## src/rtl/pc_pkg.sv

```systemverilog
package pc_pkg;

  typedef enum logic [2:0] {
    OP_RD    = 3'd0,
    OP_WR    = 3'd1,
    OP_CRD   = 3'd2,
    OP_CWR   = 3'd3,
    OP_FLUSH = 3'd4
  } op_kind_e;

  typedef enum logic [2:0] {
    S_IDLE,
    S_CHUNK,
    S_WBSEND,
    S_WBWAIT,
    S_FILL,
    S_XFER,
    S_DONE
  } pc_state_e;

endpackage

```

## src/rtl/pc_page_ram.sv

```systemverilog
module pc_page_ram #(
  parameter int PAGE_W = 8
) (
  input  logic              clk,
  input  logic              we,
  input  logic [PAGE_W-1:0] waddr,
  input  logic [7:0]        wdata,
  input  logic [PAGE_W-1:0] raddr,
  output logic [7:0]        rdata
);
  localparam int DEPTH = 1 << PAGE_W;

  logic [7:0] mem [DEPTH];

  always_ff @(posedge clk) begin
    if (we) mem[waddr] <= wdata;
  end

  assign rdata = mem[raddr];

endmodule

```

## src/rtl/pc_tag_reg.sv

```systemverilog
module pc_tag_reg #(
  parameter int TAG_W = 16
) (
  input  logic             clk,
  input  logic             rst_n,
  input  logic             set_tag,
  input  logic [TAG_W-1:0] new_tag,
  input  logic             set_dirty,
  input  logic             clr_dirty,
  output logic [TAG_W-1:0] tag,
  output logic             dirty
);

  always_ff @(posedge clk or negedge rst_n) begin
    if (!rst_n) begin
      tag   <= '1;
      dirty <= 1'b0;
    end else begin
      if (set_tag) tag <= new_tag;
      if (set_dirty)      dirty <= 1'b1;
      else if (clr_dirty) dirty <= 1'b0;
    end
  end

endmodule

```

## src/rtl/wb_page_cache.sv

```systemverilog
module wb_page_cache
  import pc_pkg::*;
#(
  parameter int ADDR_W    = 24,
  parameter int LEN_W     = 16,
  parameter int PAGE_W    = 8,
  parameter int DEV_PAGES = 512
) (
  input  logic                     clk,
  input  logic                     rst_n,
  input  logic                     req_valid,
  output logic                     req_ready,
  input  logic [2:0]               req_kind,
  input  logic [ADDR_W-1:0]        req_addr,
  input  logic [LEN_W-1:0]         req_len,
  input  logic                     wr_valid,
  output logic                     wr_ready,
  input  logic [7:0]               wr_data,
  output logic                     rd_valid,
  input  logic                     rd_ready,
  output logic [7:0]               rd_data,
  output logic                     op_done,
  output logic                     op_ok,
  output logic                     dev_req,
  output logic                     dev_write,
  output logic [ADDR_W-PAGE_W-1:0] dev_page,
  output logic                     dev_wvalid,
  output logic [7:0]               dev_wdata,
  input  logic                     dev_fill_valid,
  input  logic [7:0]               dev_fill_data,
  input  logic                     dev_done
);

  localparam int PB        = 1 << PAGE_W;
  localparam int TAG_W     = ADDR_W - PAGE_W;
  localparam int CNT_W     = PAGE_W + 1;
  localparam int DATA_SIZE = (DEV_PAGES - 1) * PB;
  localparam int SW        = ((ADDR_W > LEN_W) ? ADDR_W : LEN_W) + 1;
  localparam int MW        = (LEN_W > CNT_W) ? LEN_W : CNT_W;
  localparam logic [TAG_W-1:0] CFG_TAG = TAG_W'(DEV_PAGES - 1);

  // bytes of this chunk: the room left in the page, capped by what remains
  function automatic logic [CNT_W-1:0] f_chunk(input logic [PAGE_W-1:0] off,
                                               input logic [LEN_W-1:0]  remain);
    logic [CNT_W-1:0] room;
    room = CNT_W'(PB) - CNT_W'(off);
    return (MW'(remain) < MW'(room)) ? CNT_W'(remain) : room;
  endfunction

  // the start must lie inside the data region, and so must the end
  function automatic logic f_in_range(input logic [ADDR_W-1:0] a,
                                      input logic [LEN_W-1:0]  n);
    logic [SW-1:0] last;
    last = SW'(a) + SW'(n);
    return (SW'(a) < SW'(DATA_SIZE)) && (last <= SW'(DATA_SIZE));
  endfunction

  function automatic logic f_cfg_len_ok(input logic [LEN_W-1:0] n);
    return SW'(n) <= SW'(PB);
  endfunction

  pc_state_e          st, st_nx;
  logic [2:0]         kind;
  logic [ADDR_W-1:0]  cur_addr;
  logic [LEN_W-1:0]   rem;
  logic [CNT_W-1:0]   clen;
  logic [CNT_W-1:0]   bidx;
  logic [CNT_W-1:0]   didx;
  logic               ok_r;

  logic [TAG_W-1:0]   tag;
  logic               dirty;
  logic               set_tag, set_dirty, clr_dirty;
  logic               ram_we;
  logic [PAGE_W-1:0]  ram_waddr, ram_raddr;
  logic [7:0]         ram_wdata, ram_q;
  logic               beat;
  logic               accept_ok;

  logic [TAG_W-1:0]   cur_page;
  logic [PAGE_W-1:0]  cur_off;
  logic [CNT_W-1:0]   chunk_len_w;
  logic               is_wr, is_cfg_req, hit, full_w;

  // named events for the checker
  logic               accept_evt, chunk_evt, miss_evt, fill_start_evt;

  assign cur_page    = cur_addr[ADDR_W-1:PAGE_W];
  assign cur_off     = cur_addr[PAGE_W-1:0];
  assign chunk_len_w = f_chunk(cur_off, rem);
  assign is_wr       = (kind == OP_WR) || (kind == OP_CWR);
  assign is_cfg_req  = (req_kind == OP_CRD) || (req_kind == OP_CWR);
  assign hit         = (cur_page == tag);
  assign full_w      = is_wr && (chunk_len_w == CNT_W'(PB));

  always_comb begin
    if (req_kind == OP_FLUSH)                          accept_ok = 1'b1;
    else if (req_kind == OP_RD || req_kind == OP_WR)   accept_ok = f_in_range(req_addr, req_len);
    else if (is_cfg_req)                               accept_ok = f_cfg_len_ok(req_len);
    else                                               accept_ok = 1'b0;
  end

  always_comb begin
    st_nx     = st;
    set_tag   = 1'b0;
    set_dirty = 1'b0;
    clr_dirty = 1'b0;
    ram_we    = 1'b0;
    ram_waddr = cur_off + bidx[PAGE_W-1:0];
    ram_wdata = wr_data;
    beat      = 1'b0;
    case (st)
      S_IDLE: begin
        if (req_valid) begin
          if (req_kind == OP_FLUSH) st_nx = dirty ? S_WBSEND : S_DONE;
          else                      st_nx = accept_ok ? S_CHUNK : S_DONE;
        end
      end
      S_CHUNK: begin
        if (rem == '0)   st_nx = S_DONE;
        else if (hit)    st_nx = S_XFER;
        else if (dirty)  st_nx = S_WBSEND;
        else if (full_w) begin
          set_tag = 1'b1;
          st_nx   = S_XFER;
        end else         st_nx = S_FILL;
      end
      S_WBSEND: begin
        if (didx == CNT_W'(PB - 1)) st_nx = S_WBWAIT;
      end
      S_WBWAIT: begin
        if (dev_done) begin
          clr_dirty = 1'b1;
          if (kind == OP_FLUSH) st_nx = S_DONE;
          else if (full_w) begin
            set_tag = 1'b1;
            st_nx   = S_XFER;
          end else st_nx = S_FILL;
        end
      end
      S_FILL: begin
        if (dev_fill_valid) begin
          ram_we    = 1'b1;
          ram_waddr = didx[PAGE_W-1:0];
          ram_wdata = dev_fill_data;
        end
        if (dev_done) begin
          set_tag = 1'b1;
          st_nx   = S_XFER;
        end
      end
      S_XFER: begin
        if (is_wr) begin
          if (wr_valid) begin
            ram_we    = 1'b1;
            set_dirty = 1'b1;
            beat      = 1'b1;
          end
        end else if (rd_ready) begin
          beat = 1'b1;
        end
        if (beat && (bidx == clen - CNT_W'(1))) st_nx = S_CHUNK;
      end
      S_DONE:  st_nx = S_IDLE;
      default: st_nx = S_IDLE;
    endcase
  end

  always_ff @(posedge clk or negedge rst_n) begin
    if (!rst_n) begin
      st       <= S_IDLE;
      kind     <= 3'd0;
      cur_addr <= '0;
      rem      <= '0;
      clen     <= '0;
      bidx     <= '0;
      didx     <= '0;
      ok_r     <= 1'b0;
    end else begin
      st <= st_nx;
      case (st)
        S_IDLE: begin
          if (req_valid) begin
            kind     <= req_kind;
            ok_r     <= accept_ok;
            cur_addr <= is_cfg_req ? {CFG_TAG, PAGE_W'(0)} : req_addr;
            rem      <= req_len;
            didx     <= '0;
          end
        end
        S_CHUNK: begin
          clen <= chunk_len_w;
          bidx <= '0;
          didx <= '0;
        end
        S_WBSEND: didx <= didx + CNT_W'(1);
        S_WBWAIT: didx <= '0;
        S_FILL: begin
          if (dev_fill_valid) didx <= didx + CNT_W'(1);
        end
        S_XFER: begin
          if (beat) begin
            bidx <= bidx + CNT_W'(1);
            if (bidx == clen - CNT_W'(1)) begin
              cur_addr <= cur_addr + ADDR_W'(clen);
              rem      <= rem - LEN_W'(clen);
            end
          end
        end
        default: ;
      endcase
    end
  end

  assign ram_raddr = (st == S_WBSEND) ? didx[PAGE_W-1:0] : (cur_off + bidx[PAGE_W-1:0]);

  pc_page_ram #(.PAGE_W(PAGE_W)) u_ram (
    .clk   (clk),
    .we    (ram_we),
    .waddr (ram_waddr),
    .wdata (ram_wdata),
    .raddr (ram_raddr),
    .rdata (ram_q)
  );

  pc_tag_reg #(.TAG_W(TAG_W)) u_tag (
    .clk       (clk),
    .rst_n     (rst_n),
    .set_tag   (set_tag),
    .new_tag   (cur_page),
    .set_dirty (set_dirty),
    .clr_dirty (clr_dirty),
    .tag       (tag),
    .dirty     (dirty)
  );

  assign req_ready  = (st == S_IDLE);
  assign wr_ready   = (st == S_XFER) && is_wr;
  assign rd_valid   = (st == S_XFER) && !is_wr;
  assign rd_data    = ram_q;
  assign op_done    = (st == S_DONE);
  assign op_ok      = (st == S_DONE) && ok_r;
  assign dev_write  = (st == S_WBSEND) || (st == S_WBWAIT);
  assign dev_req    = dev_write || (st == S_FILL);
  assign dev_page   = (st == S_FILL) ? cur_page : tag;
  assign dev_wvalid = (st == S_WBSEND);
  assign dev_wdata  = ram_q;

  assign accept_evt     = (st == S_IDLE) && req_valid;
  assign chunk_evt      = (st == S_CHUNK) && (rem != '0);
  assign miss_evt       = chunk_evt && !hit;
  assign fill_start_evt = (st_nx == S_FILL) && (st != S_FILL);

endmodule

```

## config.mk

```make
export PLATFORM = sky130hd
export DESIGN_NAME = wb_page_cache
export DESIGN_NICKNAME = d
export VERILOG_FILES = /design/src/rtl/pc_pkg.sv /design/src/rtl/pc_page_ram.sv /design/src/rtl/pc_tag_reg.sv /design/src/rtl/wb_page_cache.sv
export SDC_FILE = /design/constraint.sdc
export NUM_CORES = 2
export LEC_CHECK = 0
export ABC_AREA = 1
export BUFFER_PORTS_ARGS = -buffer_cell sky130_fd_sc_hd__buf_2
export CORE_ASPECT_RATIO = 0.9
export CORE_MARGIN = 4
export CORE_UTILIZATION = 30
export CTS_CLUSTER_SIZE = 20
export DETAILED_ROUTE_END_ITERATION = 8
export SYNTH_ARGS = -nofsm -noshare
export SYNTH_HDL_FRONTEND = slang
export SYNTH_HIERARCHICAL = 1
export SYNTH_SLANG_ARGS = --single-unit
```

## constraint.sdc

```tcl
create_clock -name clk -period 7.2 [get_ports clk]
set_input_delay 1.44 -clock clk [delete_from_list [all_inputs] [get_ports clk]]
set_output_delay 1.44 -clock clk [all_outputs]
set_load 0.02 [all_outputs]
```

# == After elaboration in Yosys (flattened, before gate mapping) ==
# Memories as Yosys holds them, arrays and structs flattened.
# Cells that the tools add are included.
# word_totals
register_bits,91
ramBits,2048
inputBits,66
output_inout_bits,40
elab_cells,133
memories,1
# classes
add_sub_neg,8
n_lt_le_gt_ge,4
n_eq_ne,25
muxes,60
n_reduce_logical,25
# memory_table
memory,depth,word_bits,rd,rd_clocked_by_memory_dff,wr,line_no,source
u_ram.mem,256,8,1,0,1,pc_page_ram.sv:13,logic [7:0] mem [DEPTH];
# ops
cell,n
$mux W24,4
$mux W16,4
$pmux W24 S2,1
$mux W8,5
$mux W9,4
$pmux W9 S4,1
$mux W3,11
$pmux W16 S2,1
$add A24 B16 Y25,1
$le A25 B17 Y1 const B,1
$add A24 B9 Y24,1
$lt A24 B17 Y1 const B,1
$mux W1,24
$add A9 B1 Y9 const B,2
$pmux W3 S6,1
$pmux W9 S2,1
$eq A16 B16 Y1,1
$le A16 B9 Y1 const B,1
$logic_not A16 Y1,1
$lt A16 B9 Y1,1
$sub A16 B9 Y16,1
$eq A3 B2 Y1 const B,5
$eq A3 B3 Y1 const B,5
$ne A2 B2 Y1 const B,7
other kinds (22),37

# == Longest topological paths before layout ==
# logic_depth
depth_word,10
depth_mapped,30
ltp_nobuf,27

# == By module ==
# The synthesis kept the hierarchy.
# modules_own_cells
module,n_inst,cells_each,area_each_um2,seq_area_each_um2
pc_page_ram,1,6995,83236.1,61499.0
wb_page_cache,1,1233,7855.0,1851.8
pc_tag_reg,1,73,704.4,445.4

# == Worst setup path before layout ==
# No wires, ideal clock.
# synth_path
path_kind,input -> register
startpoint,input dev_fill_valid
endpoint,memory u_ram.mem[0][0] (data pin)
setup_ns,0.822
t_arrival_ns,5.000
t_required_ns,6.378
slack_ns,1.378
path_stages,5
path_buffers,1
path_cell_list,nand2_1 -> inv_1 -> clkbuf_1 -> nand2_1 -> nand2_1
# synth_between
elab_chain_len,2
# synth_lines
element,line_no,source
start: declaration,wb_page_cache.sv:29,"input logic dev_fill_valid,"
$mux W8,wb_page_cache.sv:142,if (dev_fill_valid) begin
$mux W8,wb_page_cache.sv:112,case (st)
named net ram_wdata[0],wb_page_cache.sv:76,"logic [7:0] ram_wdata, ram_q;"
end: declaration,pc_page_ram.sv:13,
# The timed path passes the listed nets, and every way through them passes these cells.

# == Worst setup path after layout ==
# layout_path
startpoint,register cur_addr[0]
endpoint,output dev_wdata[1]
# layout_between
elab_chain_len,3
# layout_lines
element,line_no,source
start: declaration,wb_page_cache.sv:64,logic [ADDR_W-1:0] cur_addr;
start signal: assignment,wb_page_cache.sv:186,"cur_addr <= is_cfg_req ? {CFG_TAG, PAGE_W'(0)} : req_addr;"
start signal: assignment,wb_page_cache.sv:205,cur_addr <= cur_addr + ADDR_W'(clen);
$add A8 B8 Y8,wb_page_cache.sv:215,assign ram_raddr = (st == S_WBSEND) ? didx[PAGE_W-1:0] : (cur_off + bidx[PAGE_W-1:0]);
$mux W8,wb_page_cache.sv:215,
named net ram_raddr[4],wb_page_cache.sv:75,"logic [PAGE_W-1:0] ram_waddr, ram_raddr;"
$mem_v2 Z256 W8,-,
end: declaration,wb_page_cache.sv:28,"output logic [7:0] dev_wdata,"
# The timed path passes the listed nets, and every way through them passes these cells.

==> metrics.md <==
| Metric | Value |
|---|---|
| Clock share of power | 21.4% |
| Fillcell total | between 20k and 30k |
| CTS tree | done |
| Total global-route track usage | ~16% |
| Total of max-cap violations | 0 |
| Count of pins over their slew limit | 0 |
| Fin util | between 30% and 40% |
| WHS Path Cells | 2 |
| CTS Buffer Depth | 3 |
| Top cells by area, synth | edfxtp_1 67%, nand3_1 11%, nand2_1 10% |
| Post-synth EDFFs | 2048 |
| Register area share after synthesis | between 60% and 70% |
| Pwr per Cell Area | approximately 500 nW/µm² |
| Vias/cell | roughly 5.1 |
| CTS Buf Count | roughly 210 |
| CTS clk-pin slew, worst paths | approximately 60 ps |
| Number of DRC markers in iteration 0 | approximately 7.4k |
| Status | finished clean |
| Netlist cell types | 54 |
| Layout Skew | 84.3 ps |
| Switching power | between 0.02 and 0.025 W |
| Slew Limit Headroom | 3.61% |
| Maximum VDD drop | just over 0.001 V |
| Layout cells sized above 1 | 6.93% |
| DP Worst Slack | 734 ps |
| Static Leak | 36.1 nW |
| Synth top area share | 67.0% |
| Initial antenna violation count | 13 |
| PortBufs | 105 |
| Cells after synthesis | slightly above 8k |
| Die height | 533 µm |
| Dominant synthesized flop cell | edfxtp_1 |
| Cell area after synthesis | just over 90000 µm² |
| Final setup TNS | 0 ps |
| Final wirelength | about 260000 µm |
| Sw Share | between 40% and 50% |
| Most frequent cells in the layout | 2492 x nand2_1, 2079 x nand3_1, 2048 x edfxtp_1, 392 x nor2_1, 215 x clkbuf_16 |
| Post-DP HPWL | roughly 150000 µm |
| Crit Reg-Reg Startpoint | cur_addr[2] |
| Final min period | between 6000 and 7000 ps |
| Setup Viol. Count Final | 0 |
| Largest area contributor in the netlist | edfxtp_1 |
| Worst Setup Start Kind | flop |
| Worst reg2reg endpoint | u_ram/mem[104][6] |
| I/O pins | 106 |
| Asr flop ratio synth | about 4.3% |
| Die ar. | between 300000 and 400000 µm² |
| Number of synthesized register bits | approximately 2.1k |
| Max FO, Critical Path | 49 |
| Syn Area/Cell | about 11 µm² |
| Worst Hold End | u_tag/tag[4] |
| Initial Utilization | 30.2% |
| Part of the power in combinational logic | between 40% and 50% |
| Worst Reg-to-Reg Cells | 13 |
| CTS root buf | clkbuf_16 |
| Final net count | 8328 |
| Reg2Reg Setup Slack | 1910 ps |
| Area of the core | just over 300000 µm² |
| CP required | between 5000 and 6000 ps |
| Highest achievable clock rate | around 140 MHz |
| Hold Crit Class | reg -> reg |
| Area grow syn2layout | 12.4% |
| Pin count of the biggest net entering global routing | between 200 and 250 |
| # hold bufs at CTS | 0 |
| Vias in the first global route | around 60k |
| Int Pwr | about 0.027 W |
| Syn nets | approximately 8.4k |
| Hold Violations, Final | 0 |
| Final Cycle Share | just under 100% |
| GPL Wtd Cong | a little under 0.9 |
| Unrepaired setup endpoints after global routing | no |
| Most common cell after layout, fill and taps aside | nand2_1 |
| GRT overflow | 0 |
| Total Power | approximately 0.05 W |
| First-pass GRT wire length | slightly below 400000 µm |
| DRC violations left | 0 |
| H-tree depth | 4 |
| PnR worst setup slack | 229 ps |
| Worst-Skew Late Latency | between 800 and 900 ps |
| DR vias | between 60k and 70k |
| Setup CP Type | reg -> out |
| CP endpoint kind | output pin |
| Worst-margin pin slew | 1450 ps |
| Clk sink count | approximately 2.1k |
| Hold Crit Start | u_tag/tag[4] |
| Register share of total power | between 20% and 30% |
| Die X | a little under 600 µm |
| Site Rows | roughly 190 |
| Worst EP arrival | 5530 ps |
| DRT Pass-1 Iters | 6 |
| WL/cell | between 20 and 25 µm |
| DRT antenna net count | 0 |
| YS warnings | 6 |
## power by group through the flow
stage	clock (W)	combinational [W]	sequential, W
2_1_floorplan	0	0.0170	0.0151
3_3_place_gp	0	0.0250	0.0150
3_5_place_dp	0	0.0252	0.0150
4_1_cts	0.0112	0.0253	0.0147
5_1_grt	0.0117	0.0278	0.0148
6_report	0.0110	0.0256	0.0148
## flip-flops by register name, summed over array words and instances (netlist names), 9 cells and up
name / count
bidx: 9
didx: 9
rem: 16
clen: 9
u_tag/tag: 16
cur_addr: 24
u_ram/mem: 2048
## cells by family (layout without fill, tap and decap cells)
logic type	Yosys count	count (layout)	synth area share, %
fa+ha+maj	58	58	0.823
simple gates	5066	5066	23.8
buf+inv	731	819	3.80
other cells	0	9	0
xor+xnor	62	62	0.592
compound gates	245	245	1.47
flops	2139	2139	69.5
## layer usage
metal	share of wire [%]	vias to the layer above	GRT usage, %	wire length [µm]
met2	45	2821	24.6	119000
li1	-	28900	-	-
met4	3.1	6	5.31	8060
met3	8.9	421	3.25	23500
met5	0.015	-	0	40
met1	43	31300	22.8	112000
## cell type report
type | count | area [µm²] | share of cell area (%)
sequential | 2139 | 63800 | 61.8
multi-input combinational | 5431 | 24600 | 23.9
clock buffer | 257 | 5570 | 5.39
tap | 4074 | 5100 | 4.94
timing repair buffer | 213 | 1860 | 1.81
clock inverter | 141 | 1370 | 1.33
inverter | 208 | 840 | 0.813
antenna | 9 | 22.5 | 0.0218
## cell usage after synthesis, types with 3 or more instances
master,n
nand2_2,8
inv_2,6
dfstp_2,16
a21oi_1,75
buf_2,275
dfrtp_1,75
o211ai_1,9
nand3_1,2079
nand4_1,18
edfxtp_1,2048
buf_4,55
o22ai_1,10
clkbuf_1,129
o21ai_0,113
nor2_1,393
ha_1,54
buf_1,41
or2_2,4
buf_6,21
xor2_1,41
a22oi_1,13
a31oi_1,6
o21ai_1,7
nor2_2,3
inv_1,198
nor4_1,12
xnor2_1,21
nand3b_1,5
fa_1,4
nor3_1,31
nand2_1,2502
## worst max path at each step
| stage | start | endpoint | slack [ps] | cells past startpoint |
|---|---|---|---|---|
| after detailed placement | st[2] | rd_data[5] | 730 | 19 |
| final | cur_addr[0] | dev_wdata[1] | 230 | 16 |
| after floorplan | dev_fill_valid | u_ram/mem[0][0] | 1380 | 5 |
| after CTS | st[2] | dev_wdata[6] | 140 | 21 |
| after global placement | st[2] | dev_wdata[5] | 760 | 19 |
| after global routing | cur_addr[0] | dev_wdata[7] | 80 | 15 |
## worst max-delay path, cell delays in order (launching register included)
cell	delay, ps
dfrtp_1	500
ha_1	230
inv_1	50
fa_1	420
o21ai_0	320
xor2_1	200
nand2_1	140
o21ai_4	80
inv_2	1010
buf_4	450
nand3_1	180
nand3_1	220
nand3_1	150
nand2_1	100
nand2_1	200
nand2_1	250
buf_2	210
## what timing repair did
item                                   4_1_cts  5_1_grt
buffers inserted                             4        0
gates resized for setup                      1        5
gates cloned                                 0        0
setup endpoints to repair                   16       16
pin swaps                                    1        0
endpoints found under the hold margin        0        0
## per-stage QoR
step	instance area (µm²)	cells	hold WS, ps
3_5_place_dp	96200	12100	477
5_1_grt	103000	12500	501
2_1_floorplan	91800	8301	445
6_report	103000	12500	481
4_1_cts	103000	12500	483
3_3_place_gp	96200	12100	464
(Power assumes the default switching activity.)
